<file path="config.mk">
export PLATFORM = sky130hd
export DESIGN_NAME = spi_boot_loader
export DESIGN_NICKNAME = d
export VERILOG_FILES = /design/src/rtl/spiboot_pkg.sv /design/src/rtl/spiboot_shift_engine.sv /design/src/rtl/spiboot_key_match.sv /design/src/rtl/spi_boot_loader.sv
export SDC_FILE = /design/constraint.sdc
export NUM_CORES = 1
export LEC_CHECK = 0
export ABC_AREA = 1
export BUFFER_PORTS_ARGS = -buffer_cell sky130_fd_sc_hd__buf_2
export CORE_UTILIZATION = 51
export DETAILED_ROUTE_END_ITERATION = 10
export GPL_TIMING_DRIVEN = 0
export MAX_ROUTING_LAYER = met4
export PLACE_DENSITY_LB_ADDON = 0.12
export SYNTH_ARGS = -nofsm -noshare
export SYNTH_HDL_FRONTEND = slang
export SYNTH_SLANG_ARGS = --single-unit
</file>
<file path="constraint.sdc">
create_clock -name clk -period 2.99 [get_ports clk]
set_input_delay 0.299 -clock clk [delete_from_list [all_inputs] [get_ports clk]]
set_output_delay 0.299 -clock clk [all_outputs]
set_load 0.03 [all_outputs]
</file>
<file path="src/rtl/spiboot_pkg.sv">
package spiboot_pkg;

    localparam logic [7:0] READ_CMD   = 8'h03;
    localparam int         ADDR_BYTES = 4;
    localparam int         FIELD_BYTES = 4;

    typedef enum logic [2:0] {
        ST_IDLE,
        ST_LEAD,
        ST_ADDR,
        ST_HUNT,
        ST_LEN,
        ST_DATA,
        ST_SUM,
        ST_END
    } boot_state_e;

    typedef struct packed {
        logic done;
        logic fail;
        logic two_stage;
    } boot_status_t;

    // Little-endian field assembly: the newest byte enters at the top.
    function automatic logic [31:0] le_push(input logic [31:0] acc, input logic [7:0] b);
        return {b, acc[31:8]};
    endfunction

    // Key window: the oldest byte drops out of the top.
    function automatic logic [31:0] win_push(input logic [31:0] win, input logic [7:0] b);
        return {win[23:0], b};
    endfunction

endpackage

</file>
<file path="src/rtl/spiboot_shift_engine.sv">
module spiboot_shift_engine #(
    parameter int CLK_DIV = 4
) (
    input  logic       clk,
    input  logic       rst,
    input  logic       launch,
    input  logic       keep,
    input  logic [7:0] tx_byte,
    input  logic       miso,
    output logic       sck,
    output logic       mosi,
    output logic       busy,
    output logic       byte_done,
    output logic [7:0] rx_byte
);
    localparam int LO = CLK_DIV / 2;
    localparam int CW = (CLK_DIV > 2) ? $clog2(CLK_DIV) : 1;
    localparam logic [CW-1:0] LAST_PH   = CW'(CLK_DIV - 1);
    localparam logic [CW-1:0] SAMPLE_PH = CW'(LO - 1);
    localparam logic [CW-1:0] HIGH_PH   = CW'(LO);

    logic [CW-1:0] phase;
    logic [2:0]    bit_idx;
    logic [7:0]    tx_sh;
    logic [7:0]    rx_sh;
    logic          end_of_bit;

    assign end_of_bit = busy && (phase == LAST_PH);
    assign byte_done  = end_of_bit && (bit_idx == 3'd7);
    assign rx_byte    = rx_sh;
    assign sck        = busy && (phase >= HIGH_PH);
    assign mosi       = busy ? tx_sh[7] : 1'b0;

    always_ff @(posedge clk) begin
        if (rst) begin
            busy    <= 1'b0;
            phase   <= '0;
            bit_idx <= '0;
            tx_sh   <= '0;
            rx_sh   <= '0;
        end else if (!busy) begin
            if (launch) begin
                busy    <= 1'b1;
                phase   <= '0;
                bit_idx <= '0;
                tx_sh   <= tx_byte;
            end
        end else begin
            phase <= end_of_bit ? '0 : phase + 1'b1;
            if (phase == SAMPLE_PH) begin
                rx_sh <= {rx_sh[6:0], miso};
            end
            if (end_of_bit) begin
                if (bit_idx == 3'd7) begin
                    bit_idx <= '0;
                    tx_sh   <= tx_byte;
                    busy    <= keep;
                end else begin
                    bit_idx <= bit_idx + 1'b1;
                    tx_sh   <= {tx_sh[6:0], 1'b0};
                end
            end
        end
    end

    // the memory samples mosi on the rising edge, so it must not move while sck is high
    assert_mosi_stable_R1: assert property (@(posedge clk) disable iff (rst)
        (sck && $past(sck)) |-> $stable(mosi));

endmodule

</file>
<file path="src/rtl/spiboot_key_match.sv">
module spiboot_key_match #(
    parameter int                     NKEYS = 2,
    parameter logic [NKEYS*32-1:0]    KEYS  = '0
) (
    input  logic             clk,
    input  logic             rst,
    input  logic             clear,
    input  logic             shift_en,
    input  logic [7:0]       byte_in,
    output logic [NKEYS-1:0] hit
);
    import spiboot_pkg::*;

    logic [31:0] win;
    logic [31:0] win_next;

    assign win_next = win_push(win, byte_in);

    // Window refills with 0xFF, a value no key may contain, so no stale match is possible.
    always_ff @(posedge clk) begin
        if (rst || clear) begin
            win <= '1;
        end else if (shift_en) begin
            win <= win_next;
        end
    end

    for (genvar k = 0; k < NKEYS; k++) begin : g_key
        assign hit[k] = shift_en && (win_next == KEYS[k*32 +: 32]);
    end

endmodule

</file>
<file path="src/rtl/spi_boot_loader.sv">
module spi_boot_loader #(
    parameter int          CLK_DIV    = 4,
    parameter logic [31:0] KEY_DIRECT = 32'h4C44_3031,
    parameter logic [31:0] KEY_STAGED = 32'h4C44_3253,
    parameter int          SCAN_LIMIT = 64,
    parameter int          MAX_LEN    = 65536
) (
    input  logic       clk,
    input  logic       rst,
    input  logic       start,
    input  logic       miso,
    output logic       sck,
    output logic       cs_n,
    output logic       mosi,
    output logic [7:0] data_out,
    output logic       data_valid,
    output logic       done,
    output logic       fail,
    output logic       two_stage
);
    import spiboot_pkg::*;

    localparam int LW = (CLK_DIV > 2) ? $clog2(CLK_DIV) : 1;
    localparam int BW = (SCAN_LIMIT > 7) ? $clog2(SCAN_LIMIT + 1) : 3;
    localparam int RW = $clog2(MAX_LEN + 1);
    localparam logic [LW-1:0] LEAD_LAST = LW'(CLK_DIV - 1);
    localparam logic [BW-1:0] SCAN_LAST = BW'(SCAN_LIMIT - 1);
    localparam logic [BW-1:0] ADDR_LAST = BW'(ADDR_BYTES);
    localparam logic [BW-1:0] FIELD_LAST = BW'(FIELD_BYTES - 1);

    boot_state_e  state;
    boot_status_t status;
    logic [LW-1:0] lead_cnt;
    logic [BW-1:0] bcnt;
    logic [31:0]   len_acc;
    logic [31:0]   sum_acc;
    logic [31:0]   rx_sum;
    logic [RW-1:0] remaining;

    logic       launch, keep, busy, byte_done;
    logic [7:0] tx_byte, rx_byte;
    logic [1:0] hit;
    logic       accept, shift_en;
    logic [31:0] len_full, sum_full;
    logic        len_bad, last_byte;

    assign accept   = start && (state == ST_IDLE || state == ST_END);
    assign launch   = (state == ST_LEAD) && (lead_cnt == LEAD_LAST);
    assign tx_byte  = (state == ST_LEAD) ? READ_CMD : 8'h00;
    assign shift_en = byte_done && (state == ST_HUNT);
    assign len_full = le_push(len_acc, rx_byte);
    assign sum_full = le_push(rx_sum, rx_byte);
    assign len_bad  = (len_full == 32'd0) || (len_full > 32'(MAX_LEN));

    always_comb begin
        unique case (state)
            ST_HUNT: last_byte = !(|hit) && (bcnt == SCAN_LAST);
            ST_LEN:  last_byte = (bcnt == FIELD_LAST) && len_bad;
            ST_SUM:  last_byte = (bcnt == FIELD_LAST);
            default: last_byte = 1'b0;
        endcase
    end
    assign keep = !last_byte;

    spiboot_shift_engine #(.CLK_DIV(CLK_DIV)) u_engine (
        .clk       (clk),
        .rst       (rst),
        .launch    (launch),
        .keep      (keep),
        .tx_byte   (tx_byte),
        .miso      (miso),
        .sck       (sck),
        .mosi      (mosi),
        .busy      (busy),
        .byte_done (byte_done),
        .rx_byte   (rx_byte)
    );

    spiboot_key_match #(.NKEYS(2), .KEYS({KEY_STAGED, KEY_DIRECT})) u_match (
        .clk      (clk),
        .rst      (rst),
        .clear    (accept),
        .shift_en (shift_en),
        .byte_in  (rx_byte),
        .hit      (hit)
    );

    always_ff @(posedge clk) begin
        if (rst) begin
            state      <= ST_IDLE;
            status     <= '0;
            cs_n       <= 1'b1;
            lead_cnt   <= '0;
            bcnt       <= '0;
            len_acc    <= '0;
            sum_acc    <= '0;
            rx_sum     <= '0;
            remaining  <= '0;
            data_out   <= '0;
            data_valid <= 1'b0;
        end else begin
            data_valid <= 1'b0;
            unique case (state)
                ST_IDLE, ST_END: begin
                    if (accept) begin
                        state    <= ST_LEAD;
                        status   <= '0;
                        cs_n     <= 1'b0;
                        lead_cnt <= '0;
                    end
                end
                ST_LEAD: begin
                    lead_cnt <= lead_cnt + 1'b1;
                    if (launch) begin
                        state <= ST_ADDR;
                        bcnt  <= '0;
                    end
                end
                ST_ADDR: begin
                    if (byte_done) begin
                        bcnt <= bcnt + 1'b1;
                        if (bcnt == ADDR_LAST) begin
                            state <= ST_HUNT;
                            bcnt  <= '0;
                        end
                    end
                end
                ST_HUNT: begin
                    if (byte_done) begin
                        bcnt <= bcnt + 1'b1;
                        if (|hit) begin
                            state            <= ST_LEN;
                            status.two_stage <= hit[1];
                            bcnt             <= '0;
                        end else if (last_byte) begin
                            state       <= ST_END;
                            status.fail <= 1'b1;
                            cs_n        <= 1'b1;
                        end
                    end
                end
                ST_LEN: begin
                    if (byte_done) begin
                        bcnt    <= bcnt + 1'b1;
                        len_acc <= len_full;
                        if (bcnt == FIELD_LAST) begin
                            if (len_bad) begin
                                state       <= ST_END;
                                status.fail <= 1'b1;
                                cs_n        <= 1'b1;
                            end else begin
                                state     <= ST_DATA;
                                remaining <= RW'(len_full);
                                sum_acc   <= '0;
                            end
                        end
                    end
                end
                ST_DATA: begin
                    if (byte_done) begin
                        data_out   <= rx_byte;
                        data_valid <= 1'b1;
                        sum_acc    <= sum_acc + 32'(rx_byte);
                        remaining  <= remaining - 1'b1;
                        if (remaining == RW'(1)) begin
                            state <= ST_SUM;
                            bcnt  <= '0;
                        end
                    end
                end
                ST_SUM: begin
                    if (byte_done) begin
                        bcnt   <= bcnt + 1'b1;
                        rx_sum <= sum_full;
                        if (last_byte) begin
                            state <= ST_END;
                            cs_n  <= 1'b1;
                            if (sum_full == sum_acc) status.done <= 1'b1;
                            else                     status.fail <= 1'b1;
                        end
                    end
                end
                default: state <= ST_IDLE;
            endcase
        end
    end

    assign done      = status.done;
    assign fail      = status.fail;
    assign two_stage = status.two_stage;

    // the clock never toggles with the memory deselected
    assert_sck_idle_R9: assert property (@(posedge clk) disable iff (rst)
        cs_n |-> !sck);

    // a result only appears once the memory has been released
    assert_cs_released_R9: assert property (@(posedge clk) disable iff (rst)
        ($rose(done) || $rose(fail)) |-> (cs_n && !busy));

    // one outcome per load
    assert_result_exclusive_R8: assert property (@(posedge clk) disable iff (rst)
        !(done && fail));

    // payload strobes only occur inside an open transaction
    assert_valid_framed_R6: assert property (@(posedge clk) disable iff (rst)
        data_valid |-> (!cs_n && !done && !fail));

    // results persist until a new start
    assert_done_hold_R10: assert property (@(posedge clk) disable iff (rst)
        (done && !start) |=> done);

    assert_fail_hold_R10: assert property (@(posedge clk) disable iff (rst)
        (fail && !start) |=> fail);

endmodule

</file>
==> flow_summary.yaml <==
run_status:
  run_status: "finished clean"
cts:
  cts_buffer_depth: 2
  path_clk_slew_ns: 0.07
  clk_latency_ns: 0.43
  post_cts_buffers: 0
  cts.sinks: 168
  cts_tree: "built"
  hold_buffers: 0
  cts_buffers: 17
  h-tree-depth: 4
  cts_root_buf: "clkbuf_16"
  cts_resized: 0
yosys:
  yosys_register_bits: 168
  synth-main-ff-cell: "dfxtp_1"
  ys_types: 43
  ys_seq_area_share_pct: 39.00
  syn_inst: 1282
  synth-edff-count: 0
  synth_most_common_cell: "nand2_1"
  synth.area.top_cells: "dfxtp_1, nand2_1, nor2_1, a21oi_1, o21ai_0"
  synth-xor-area-share_pct: 2.234
  synth.avg_cell_area_sq_um: 6.726
  async_reset_ff_share_pct: 0
  yosysTopAreaCell: "dfxtp_1"
  synthesis.area_sq_mm: 0.008623
  synth_top_family_by_area: "simple AND/OR/NAND/NOR gates"
  syn_nets: 1305
  yosys.area_share.adder_pct: 2.844
  synth.top_cell.area_share_pct: 39.00
  muxShareOfSynthArea_pct: 0
  ys_warn_count: 0
  synth-compound-area-share_pct: 19.05
  ys_top_cells_by_count: "nand2_1, dfxtp_1, nor2_1"
  yosys.area_share.simple_pct: 28.28
timing:
  hold_viol_final: 0
  maxSlewViolCount: 0
  timing.fmax_ghz: 0.3667
  rsz0062_at_grt: "no"
  holdWs_ns: 0.2444
  setup_tns_ns: 0
  period_needed_ns: 2.727
  worst_slew_pin_slew_ns: 0.8072
  worst_clock_skew_ns: 0.008577
  min_period_over_period_pct: 91.21
  setup_viol: 0
  slew_headroom_pct: 45.99
critical_path:
  cp_max_fo: 9
  crit_top_cell: "inv_2"
  required_ns: 3.29
  crit_path_end_kind: "flop"
  slowest_stage: "dfxtp_1"
  crit_start: "u_engine.phase[0]$_SDFFE_PP0P_"
  critPathTopFamily: "simple AND/OR/NAND/NOR gates"
  critical_path_buf_inv_count: 4
  path_depth: 14
  critical_path_class: "reg2reg"
  cp_cell_sequence: "ha_1, nand2_1, inv_2, nand2_2, inv_2, nand2_1, inv_2, nand3_2, nand3_1, nand3_1, nand2_1, inv_2, nand3_1, a21oi_1"
  reg2reg_to: "bcnt[3]$_SDFFE_PP0P_"
  arrival_ns: 3.03
  cp_slowest_stage_delay_ns: 0.41
  rr_worst_depth: 14
  crit_end: "bcnt[3]$_SDFFE_PP0P_"
  reg2reg_slack_ns: 0.26
  worst_setup_path_start_kind: "flop"
  reg2reg_from: "u_engine.phase[0]$_SDFFE_PP0P_"
floorplan:
  core-area_sq_mm: 0.01652
  start_util_pct: 52.18
  die_h_um: 132.0
  placementRows: 47
  dieArea_sq_mm: 0.01743
  die_width_um: 132.0
  io_pins: 19
grt:
  grt.overflow.total: 0
  grt_util_all_layers_pct: 32.45
  antenna_found_initial: 0
  grt_max_degree: 17
  grt_pass1_vias: 7905
  grt_pass1_wl_um: 42360
cells_and_area:
  syn_to_final_growth_pct: 11.42
  final-seq-area_sq_mm: 0.003363
  antenna_cells: 0
  multi_input_area_sq_mm: 0.004519
  fillers: 1644
  drive_gt1_share_pct: 6.161
  nets: 1341
power:
  finalPower_mw: 5.206
  powerDensity_mw_per_mm2: 541.9
  p_leak_nw: 4.127
  ir_worst_vdd_mv: 0.4218
placement:
  port_buffers: 17
  dp_hpwl_um: 19780
  gp_congestion: 1.006
drt:
  ant_nets: 0
  vias_per_cell: 5.556
  firstDrtPassIters: 5
  wl_um: 26550
  initialDrtViolationCount: 737
  wl_per_cell_um: 17.12
  drc: 0
  vias: 8618
flow_run:
  max_cap_violations: 0
worst_hold_path:
  holdCritPathClass: "in2reg"
## tightest hold or removal path, cell delays in order
cell	delay, ns
buf_2	0.09
nor2_1	0.06
inv_1	0.09
a311oi_1	0.09
## report_power, final
group          switching, mW  internal [mW]
combinational          0.387          0.152
clock                  0.985           1.36
sequential            0.0449           2.28
total                   1.42           3.79
## logic make-up (layout without fill, tap and decap cells)
| logic type | Yosys count | after routing |
|---|---|---|
| simple gates | 579 | 579 |
| compound gates | 298 | 298 |
| buf+inv | 196 | 245 |
| xor+xnor | 22 | 22 |
| flops | 168 | 168 |
| fa+ha+maj | 19 | 19 |
## final cells by class
| class | count | area share (%) |
|---|---|---|
| Clock inverter | 14 | 1.927 |
| Buffer | 47 | 1.888 |
| Sequential cell | 168 | 35.00 |
| Tap cell | 220 | 2.865 |
| Timing Repair Buffer | 17 | 0.8855 |
| Inverter | 149 | 5.821 |
| Clock buffer | 18 | 4.571 |
| Multi-Input combinational cell | 918 | 47.04 |
## registers in the layout (all words and copies together) (netlist names), 2 cells and up
| name | cells |
|---|---|
| sum_acc | 32 |
| len_acc | 24 |
| rx_sum | 24 |
| u_match.win | 24 |
| remaining | 17 |
| data_out | 8 |
| u_engine.rx_byte | 8 |
| u_engine.tx_sh | 8 |
| bcnt | 7 |
| state | 3 |
| u_engine.bit_idx | 3 |
| lead_cnt | 2 |
| u_engine.phase | 2 |
## metrics by stage
stage / setup slack (ns) / instance area [sq um] / cells / util, %
after floorplan: 0.8238 / 8623 / 1282 / -
after global placement: 0.3343 / 8984 / 1519 / 54.37
after detailed placement: 0.3153 / 8984 / 1519 / 54.37
after CTS: 0.3024 / 9608 / 1551 / 58.14
after global routing: 0.06668 / 9608 / 1551 / 58.14
final: 0.2627 / 9608 / 1551 / 58.14
## how the worst min path moves through the flow
stage	from	end	slack (ns)	depth (start not counted)
floorplan	lead_cnt[0]$_SDFFE_PP0P_	lead_cnt[0]$_SDFFE_PP0P_	0.43	1
global placement	u_engine.tx_sh[4]$_SDFFE_PP0P_	u_engine.tx_sh[4]$_SDFFE_PP0P_	0.45	2
detailed placement	u_engine.tx_sh[4]$_SDFFE_PP0P_	u_engine.tx_sh[5]$_SDFFE_PP0P_	0.45	2
CTS	start	two_stage$_SDFFE_PP0P_	0.22	4
global route	miso	u_engine.rx_byte[0]$_SDFFE_PP0P_	0.25	3
finish	start	two_stage$_SDFFE_PP0P_	0.24	4
## routing by layer
layer	part of all wire [%]	track usage, %	up-vias	routed length [um]
met4	4.5	16.93	0	1196
met5	0	-	-	0
li1	-	-	4296	-
met1	44	40.89	3977	11770
met3	6.8	7.151	78	1801
met2	44	48.59	267	11780
## cells in the final DEF, fill, tap and decap left out, types with 7 or more instances in the layout
cell type | netlist | layout
nand3_1 | 59 | 59
a31oi_1 | 11 | 11
o21ai_0 | 111 | 111
clkbuf_16 | 0 | 17
nand2_1 | 286 | 286
nor2_1 | 161 | 161
nor3_1 | 18 | 18
or2_2 | 8 | 8
inv_1 | 140 | 140
dfxtp_1 | 168 | 168
o211ai_1 | 28 | 28
clkbuf_1 | 40 | 40
buf_2 | 4 | 21
a211oi_1 | 9 | 9
xor2_1 | 7 | 7
ha_1 | 18 | 18
nand4_1 | 28 | 28
inv_2 | 8 | 8
a21oi_1 | 117 | 117
o21ai_1 | 7 | 7
xnor2_1 | 15 | 15
(Power assumes the default switching activity.)
